[src/rtl/fpx_pkg.sv]
package fpx_pkg;
  // number of exception kinds carried in every field
  localparam int unsigned EXC_N = 5;

  // bit index of each kind inside a field
  localparam int unsigned K_INEXACT   = 0;
  localparam int unsigned K_UNDERFLOW = 1;
  localparam int unsigned K_OVERFLOW  = 2;
  localparam int unsigned K_DIVZERO   = 3;
  localparam int unsigned K_INVALID   = 4;

  typedef logic [EXC_N-1:0] kinds_t;

  typedef struct packed {
    logic   unimpl;
    kinds_t cause;
    kinds_t enable;
    kinds_t flags;
  } fpx_state_t;
endpackage

[src/rtl/fpx_exc_detect.sv]
module fpx_exc_detect
  import fpx_pkg::*;
(
  input  kinds_t cause,
  input  logic   unimpl,
  input  kinds_t enable,
  output logic   pending
);
  kinds_t armed;

  always_comb begin
    for (int k = 0; k < int'(EXC_N); k++) begin
      armed[k] = cause[k] & enable[k];
    end
    pending = unimpl | (|armed);
  end
endmodule

[src/rtl/fpx_csr_map.sv]
module fpx_csr_map
  import fpx_pkg::*;
#(
  parameter int unsigned REG_W    = 32,
  parameter int unsigned FLAG_LSB = 2
) (
  input  fpx_state_t       st,
  output logic [REG_W-1:0] word,
  input  logic [REG_W-1:0] wr_word,
  output fpx_state_t       wr_st
);
  localparam int unsigned EN_LSB    = FLAG_LSB + EXC_N;
  localparam int unsigned CAUSE_LSB = EN_LSB + EXC_N;
  localparam int unsigned UNIMP_BIT = CAUSE_LSB + EXC_N;

  initial begin
    if (UNIMP_BIT >= REG_W) $error("fpx_csr_map: fields exceed word width");
  end

  // pack: fields into the software-visible word, everything else zero
  always_comb begin
    word = '0;
    word[FLAG_LSB  +: EXC_N] = st.flags;
    word[EN_LSB    +: EXC_N] = st.enable;
    word[CAUSE_LSB +: EXC_N] = st.cause;
    word[UNIMP_BIT]          = st.unimpl;
  end

  // unpack: only the defined fields of a written word are kept
  always_comb begin
    wr_st.flags  = wr_word[FLAG_LSB  +: EXC_N];
    wr_st.enable = wr_word[EN_LSB    +: EXC_N];
    wr_st.cause  = wr_word[CAUSE_LSB +: EXC_N];
    wr_st.unimpl = wr_word[UNIMP_BIT];
  end
endmodule

[src/rtl/fpx_next_state.sv]
module fpx_next_state
  import fpx_pkg::*;
(
  input  fpx_state_t cur,
  input  logic       op_valid,
  input  kinds_t     op_exc,
  input  logic       op_unimpl,
  input  logic       wr_en,
  input  fpx_state_t wr_st,
  output fpx_state_t nxt,
  output logic       upd
);
  always_comb begin
    nxt = cur;
    upd = 1'b0;
    if (wr_en) begin
      // software write takes the whole word
      nxt = wr_st;
      upd = 1'b1;
    end else if (op_valid) begin
      // previous cause is dropped, the new report replaces it
      nxt.cause  = op_exc;
      nxt.unimpl = op_unimpl;
      nxt.flags  = cur.flags | op_exc;
      upd        = 1'b1;
    end
  end
endmodule

[src/rtl/fpx_status_unit.sv]
module fpx_status_unit
  import fpx_pkg::*;
#(
  parameter int unsigned REG_W    = 32,
  parameter int unsigned FLAG_LSB = 2
) (
  input  logic             clk,
  input  logic             rst_n,
  input  logic             op_valid,
  input  logic [4:0]       op_exc,
  input  logic             op_unimpl,
  input  logic             wr_en,
  input  logic [REG_W-1:0] wr_data,
  output logic [REG_W-1:0] csr_value,
  output logic             irq,
  output logic             wb_block
);
  localparam int unsigned EN_LSB    = FLAG_LSB + EXC_N;
  localparam int unsigned CAUSE_LSB = EN_LSB + EXC_N;
  localparam int unsigned UNIMP_BIT = CAUSE_LSB + EXC_N;

  fpx_state_t st_q, st_d, wr_st;
  logic       upd;
  logic       pend_op, pend_next;

  fpx_csr_map #(.REG_W(REG_W), .FLAG_LSB(FLAG_LSB)) u_map (
    .st      (st_q),
    .word    (csr_value),
    .wr_word (wr_data),
    .wr_st   (wr_st)
  );

  fpx_next_state u_next (
    .cur       (st_q),
    .op_valid  (op_valid),
    .op_exc    (op_exc),
    .op_unimpl (op_unimpl),
    .wr_en     (wr_en),
    .wr_st     (wr_st),
    .nxt       (st_d),
    .upd       (upd)
  );

  // veto for the operation reported in this cycle, against live enables
  fpx_exc_detect u_det_op (
    .cause   (op_exc),
    .unimpl  (op_unimpl),
    .enable  (st_q.enable),
    .pending (pend_op)
  );

  // pending test on the state about to be stored
  fpx_exc_detect u_det_next (
    .cause   (st_d.cause),
    .unimpl  (st_d.unimpl),
    .enable  (st_d.enable),
    .pending (pend_next)
  );

  assign wb_block = op_valid & pend_op;

  always_ff @(posedge clk) begin
    if (!rst_n) begin
      st_q <= '0;
      irq  <= 1'b0;
    end else if (upd) begin
      st_q <= st_d;
      irq  <= pend_next;
    end
  end

  // the level always matches the stored fields after any update
  a_r5_irq_level: assert property (@(posedge clk) disable iff (!rst_n)
    (op_valid || wr_en) |=> irq == (csr_value[UNIMP_BIT] ||
      (|(csr_value[CAUSE_LSB +: EXC_N] & csr_value[EN_LSB +: EXC_N]))));

  // a report never clears a flag
  a_r3_flags_sticky: assert property (@(posedge clk) disable iff (!rst_n)
    (op_valid && !wr_en) |=> ((csr_value[FLAG_LSB +: EXC_N] &
      $past(csr_value[FLAG_LSB +: EXC_N])) == $past(csr_value[FLAG_LSB +: EXC_N])));

  // cause field carries the last report
  a_r2_cause_load: assert property (@(posedge clk) disable iff (!rst_n)
    (op_valid && !wr_en) |=> (csr_value[CAUSE_LSB +: EXC_N] == $past(op_exc)) &&
      (csr_value[UNIMP_BIT] == $past(op_unimpl)));

  // an unimplemented operation is always vetoed, nothing is vetoed when idle
  a_r6_unimpl_blocks: assert property (@(posedge clk) disable iff (!rst_n)
    (op_valid && op_unimpl) |-> wb_block);
  a_r6_idle_no_block: assert property (@(posedge clk) disable iff (!rst_n)
    !op_valid |-> !wb_block);

  // nothing moves without a report or a write
  a_r9_hold: assert property (@(posedge clk) disable iff (!rst_n)
    (!op_valid && !wr_en) |=> $stable(csr_value) && $stable(irq));

  // undefined bits stay zero
  a_r7_reserved_zero: assert property (@(posedge clk) disable iff (!rst_n)
    (csr_value[FLAG_LSB-1:0] == '0) && (csr_value[REG_W-1:UNIMP_BIT+1] == '0));
endmodule

[config.mk]
export PLATFORM = sky130hd
export DESIGN_NAME = fpx_status_unit
export DESIGN_NICKNAME = d
export VERILOG_FILES = /design/src/rtl/fpx_pkg.sv /design/src/rtl/fpx_exc_detect.sv /design/src/rtl/fpx_csr_map.sv /design/src/rtl/fpx_next_state.sv /design/src/rtl/fpx_status_unit.sv
export SDC_FILE = /design/constraint.sdc
export NUM_CORES = 1
export LEC_CHECK = 0
export BUFFER_PORTS_ARGS = -buffer_cell sky130_fd_sc_hd__buf_2
export CORE_UTILIZATION = 43
export CTS_BUF_LIST = sky130_fd_sc_hd__clkbuf_2
export CTS_CLUSTER_DIAMETER = 100
export DETAILED_ROUTE_END_ITERATION = 12
export PLACE_DENSITY = 0.87
export RECOVER_POWER = 25
export SYNTH_ARGS = -nofsm -noshare
export SYNTH_HDL_FRONTEND = slang
export SYNTH_SLANG_ARGS = --single-unit
[constraint.sdc]
create_clock -name clk -period 1.4 [get_ports clk]
set_input_delay 0.14 -clock clk [delete_from_list [all_inputs] [get_ports clk]]
set_output_delay 0.14 -clock clk [all_outputs]
set_load 0.1 [all_outputs]
==> impl_metrics.ini <==
[setup_path]
cp_top_family = flip-flops
startpoint_type = flop
r2r-end = irq
worstPathRequired_ns = 1.26
cp_max_fo = 3
cp_slowest_cell = dfxtp_4
end_kind = output pin
crit_start = st_q[5]
arrival_ns = 1.21
path_depth = 3
critPathBufInv = 1
endpoint = wb_block
path_class = flop to output pin
r2r.worst_path.cells = 3
crit_chain = a22oi_2, a31oi_4, buf_12
rrSetupSlack_ns = 0.34
crit_path_max_incr_delay_ns = 0.38
r2r-start = st_q[7]

[global_routing]
antenna_found_initial = 0
grt_max_degree = 19
grt_pass1_wl_microns = 3230
grt_pass1_vias = 758
grt_overflow = 0
gr-usage-all-layers_pct = 17.6

[clock_tree]
clkLatencyLatePin_ns = 0.30
h-tree-depth = 1
clockBufferDepth = 2
cts_buffers = 3
cts.clk_slew.worst_paths_ns = 0.16
cts_root_buf = clkbuf_2
clkSinkCount = 17
cts_tree = yes
cts_setup_buffers = 0

[synthesis]
synth_seq_cells = 17
synth_area_leaders = dfxtp_1 36%, buf_4 14%, mux2i_1 9.6%
seq_area_frac_synth_pct = 36.3
postSynthAreaPerCell_sq_um = 9.19
synth_area_sq_um = 937
ys.flop_type = dfxtp_1
synth-edff-count = 0
yosysTopAreaCell = dfxtp_1
async_flop_share_pct = 0
ys_warn_count = 0
synthCells = 102
synth.top_cell.area_share_pct = 36.3
ys_types = 27

[status]
status = finished clean

[sta]
setup_violations = 0
hold_violations = 0
tightest_slew_ns = 0.710
fmax_ghz = 0.741
setup_ws_ns = 0.0513
rsz0062_at_grt = false
post-route-period-util_pct = 96.3
slew_headroom_pct = 52.6
slew_violations = 0
fin_tns_setup_ns = 0
clock_skew_ns = 0.0191
finalCriticalPeriod_ns = 1.35

[floorplanning]
die_area_sq_um = 2370
start_util_pct = 46.8
die_h_microns = 48.7
fp.dieW_microns = 48.7
core_sq_um = 2000
boundaryPins = 76
std_cell_rows = 16

[power_and_ir_drop]
power_frac_comb_pct = 47.1
p_leak_nw = 0.586
pwr-share-seq_pct = 37.4
pwr-share-clk_pct = 15.4
ir_drop_mv = 0.781
p_switching_mw = 0.732
sw_frac_of_total_pct = 50.7
cellInternalPower_mw = 0.713
powerDensity_nw_per_um2 = 1230

[finish]
fin_cells = 171
fin_area_sq_um = 1170
fill_cells = 195
fin_util_pct = 58.6
final_cell_mix = 41 x buf_2, 16 x conb_1, 15 x a21oi_1, 9 x mux2i_1, 9 x dfxtp_1
final_common_cell = buf_2
nNetsFinal = 187
drive_gt1_share_pct = 45.8
syn2layout_area_growth_pct = 25.2
diodes = 0

[drt]
viasPerCell = 4.96
wl_microns = 2030
first_pass_iters = 4
wl_per_cell_microns = 11.9
post-route-drc-count = 0
via_count = 849
dr.first_iter.drc_count = 16
ant_nets = 0

[worst_hold_path]
holdPathStages = 3
min_path_type = primary input to flop

[job]
cap_violations = 0

[place]
placed_area_sq_um = 1140
numPortBuffers = 43
place_congestion = 0.746
place_inst = 167
dp_hpwl_microns = 1570
pre_cts_ws_ns = 0.203
[sequential cells by signal, indices dropped and copies added (netlist names)]
register  cells
st_q         16
irq           1
[cells by family (layout without fill, tap and decap cells)]
group,count (synthesis),in the layout,synth area share [%]
AO/OA/AOI/OAI,36,36,24.8
flip-flops,17,17,36.3
multiplexers,11,11,12.4
AND/OR/NAND/NOR,13,13,7.48
other,1,16,0.400
buffers and inverters,24,51,18.6
[power groups by stage]
stage                     Sequential (mW)  Clock [mW]  Combinational [mW]
after floorplan                     0.799           0               0.362
after global placement              0.547           0               0.671
after detailed placement            0.549           0               0.676
after CTS                           0.540       0.231               0.680
after global routing                0.546       0.244               0.707
final                               0.541       0.223               0.681
[how the worst min path moves through the flow]
| stage | from | to | slack, ns |
|---|---|---|---|
| 2_1_floorplan | rst_n | st_q[8] | 0.27 |
| 3_3_place_gp | wr_data[15] | st_q[13] | 0.38 |
| 3_5_place_dp | wr_data[5] | st_q[3] | 0.41 |
| 4_1_cts | wr_data[5] | st_q[3] | 0.08 |
| 5_1_grt | wr_data[15] | st_q[13] | 0.1 |
| 6_report | wr_data[5] | st_q[3] | 0.09 |
[synth_stat cells, drive strengths merged (2+ instances only)]
cell type,count
o21ai,8
buf,21
nand2,5
o311a,3
inv,2
dfxtp,17
nor2b,4
mux2,2
and2,2
mux2i,9
a21oi,16
a31oi,2
a22oi,2
[area by class of cell]
class                      count  area, sq um  share of cell area, %
multi-input combinational     76          508                   43.3
sequential                    17          360                   30.7
timing repair buffer          45          244                   20.8
tap                           27         33.8                   2.88
clock buffer                   4         20.0                   1.71
inverter                       2         7.51                  0.640
[worst reg2reg max path, delay by kind of cell (launching register included)]
family	cells	cell delay [ns]
AO/OA/AOI/OAI	2	0.27
multiplexers	1	0.27
flip-flops	1	0.38
[timing repair]
item	in CTS	in global routing
hold buffers	0	0
resized for setup	2	1
endpoints found under the setup margin	1	1
[stage by stage]
stage | total power [mW] | hold slack (ns)
after floorplan | 1.16 | 0.267
after global placement | 1.22 | 0.377
after detailed placement | 1.23 | 0.413
after CTS | 1.45 | 0.0832
after global routing | 1.50 | 0.0960
final | 1.44 | 0.0870
[metal layers]
layer / wire length (microns) / vias to the layer above / GRT usage [%]
met2: 896 / 47 / 29.9
met1: 890 / 379 / 20.1
met5: 0 / - / 0
met3: 190 / 7 / 4.09
met4: 55 / 0 / 10.3
li1: - / 416 / -
(Power assumes the default switching activity.)
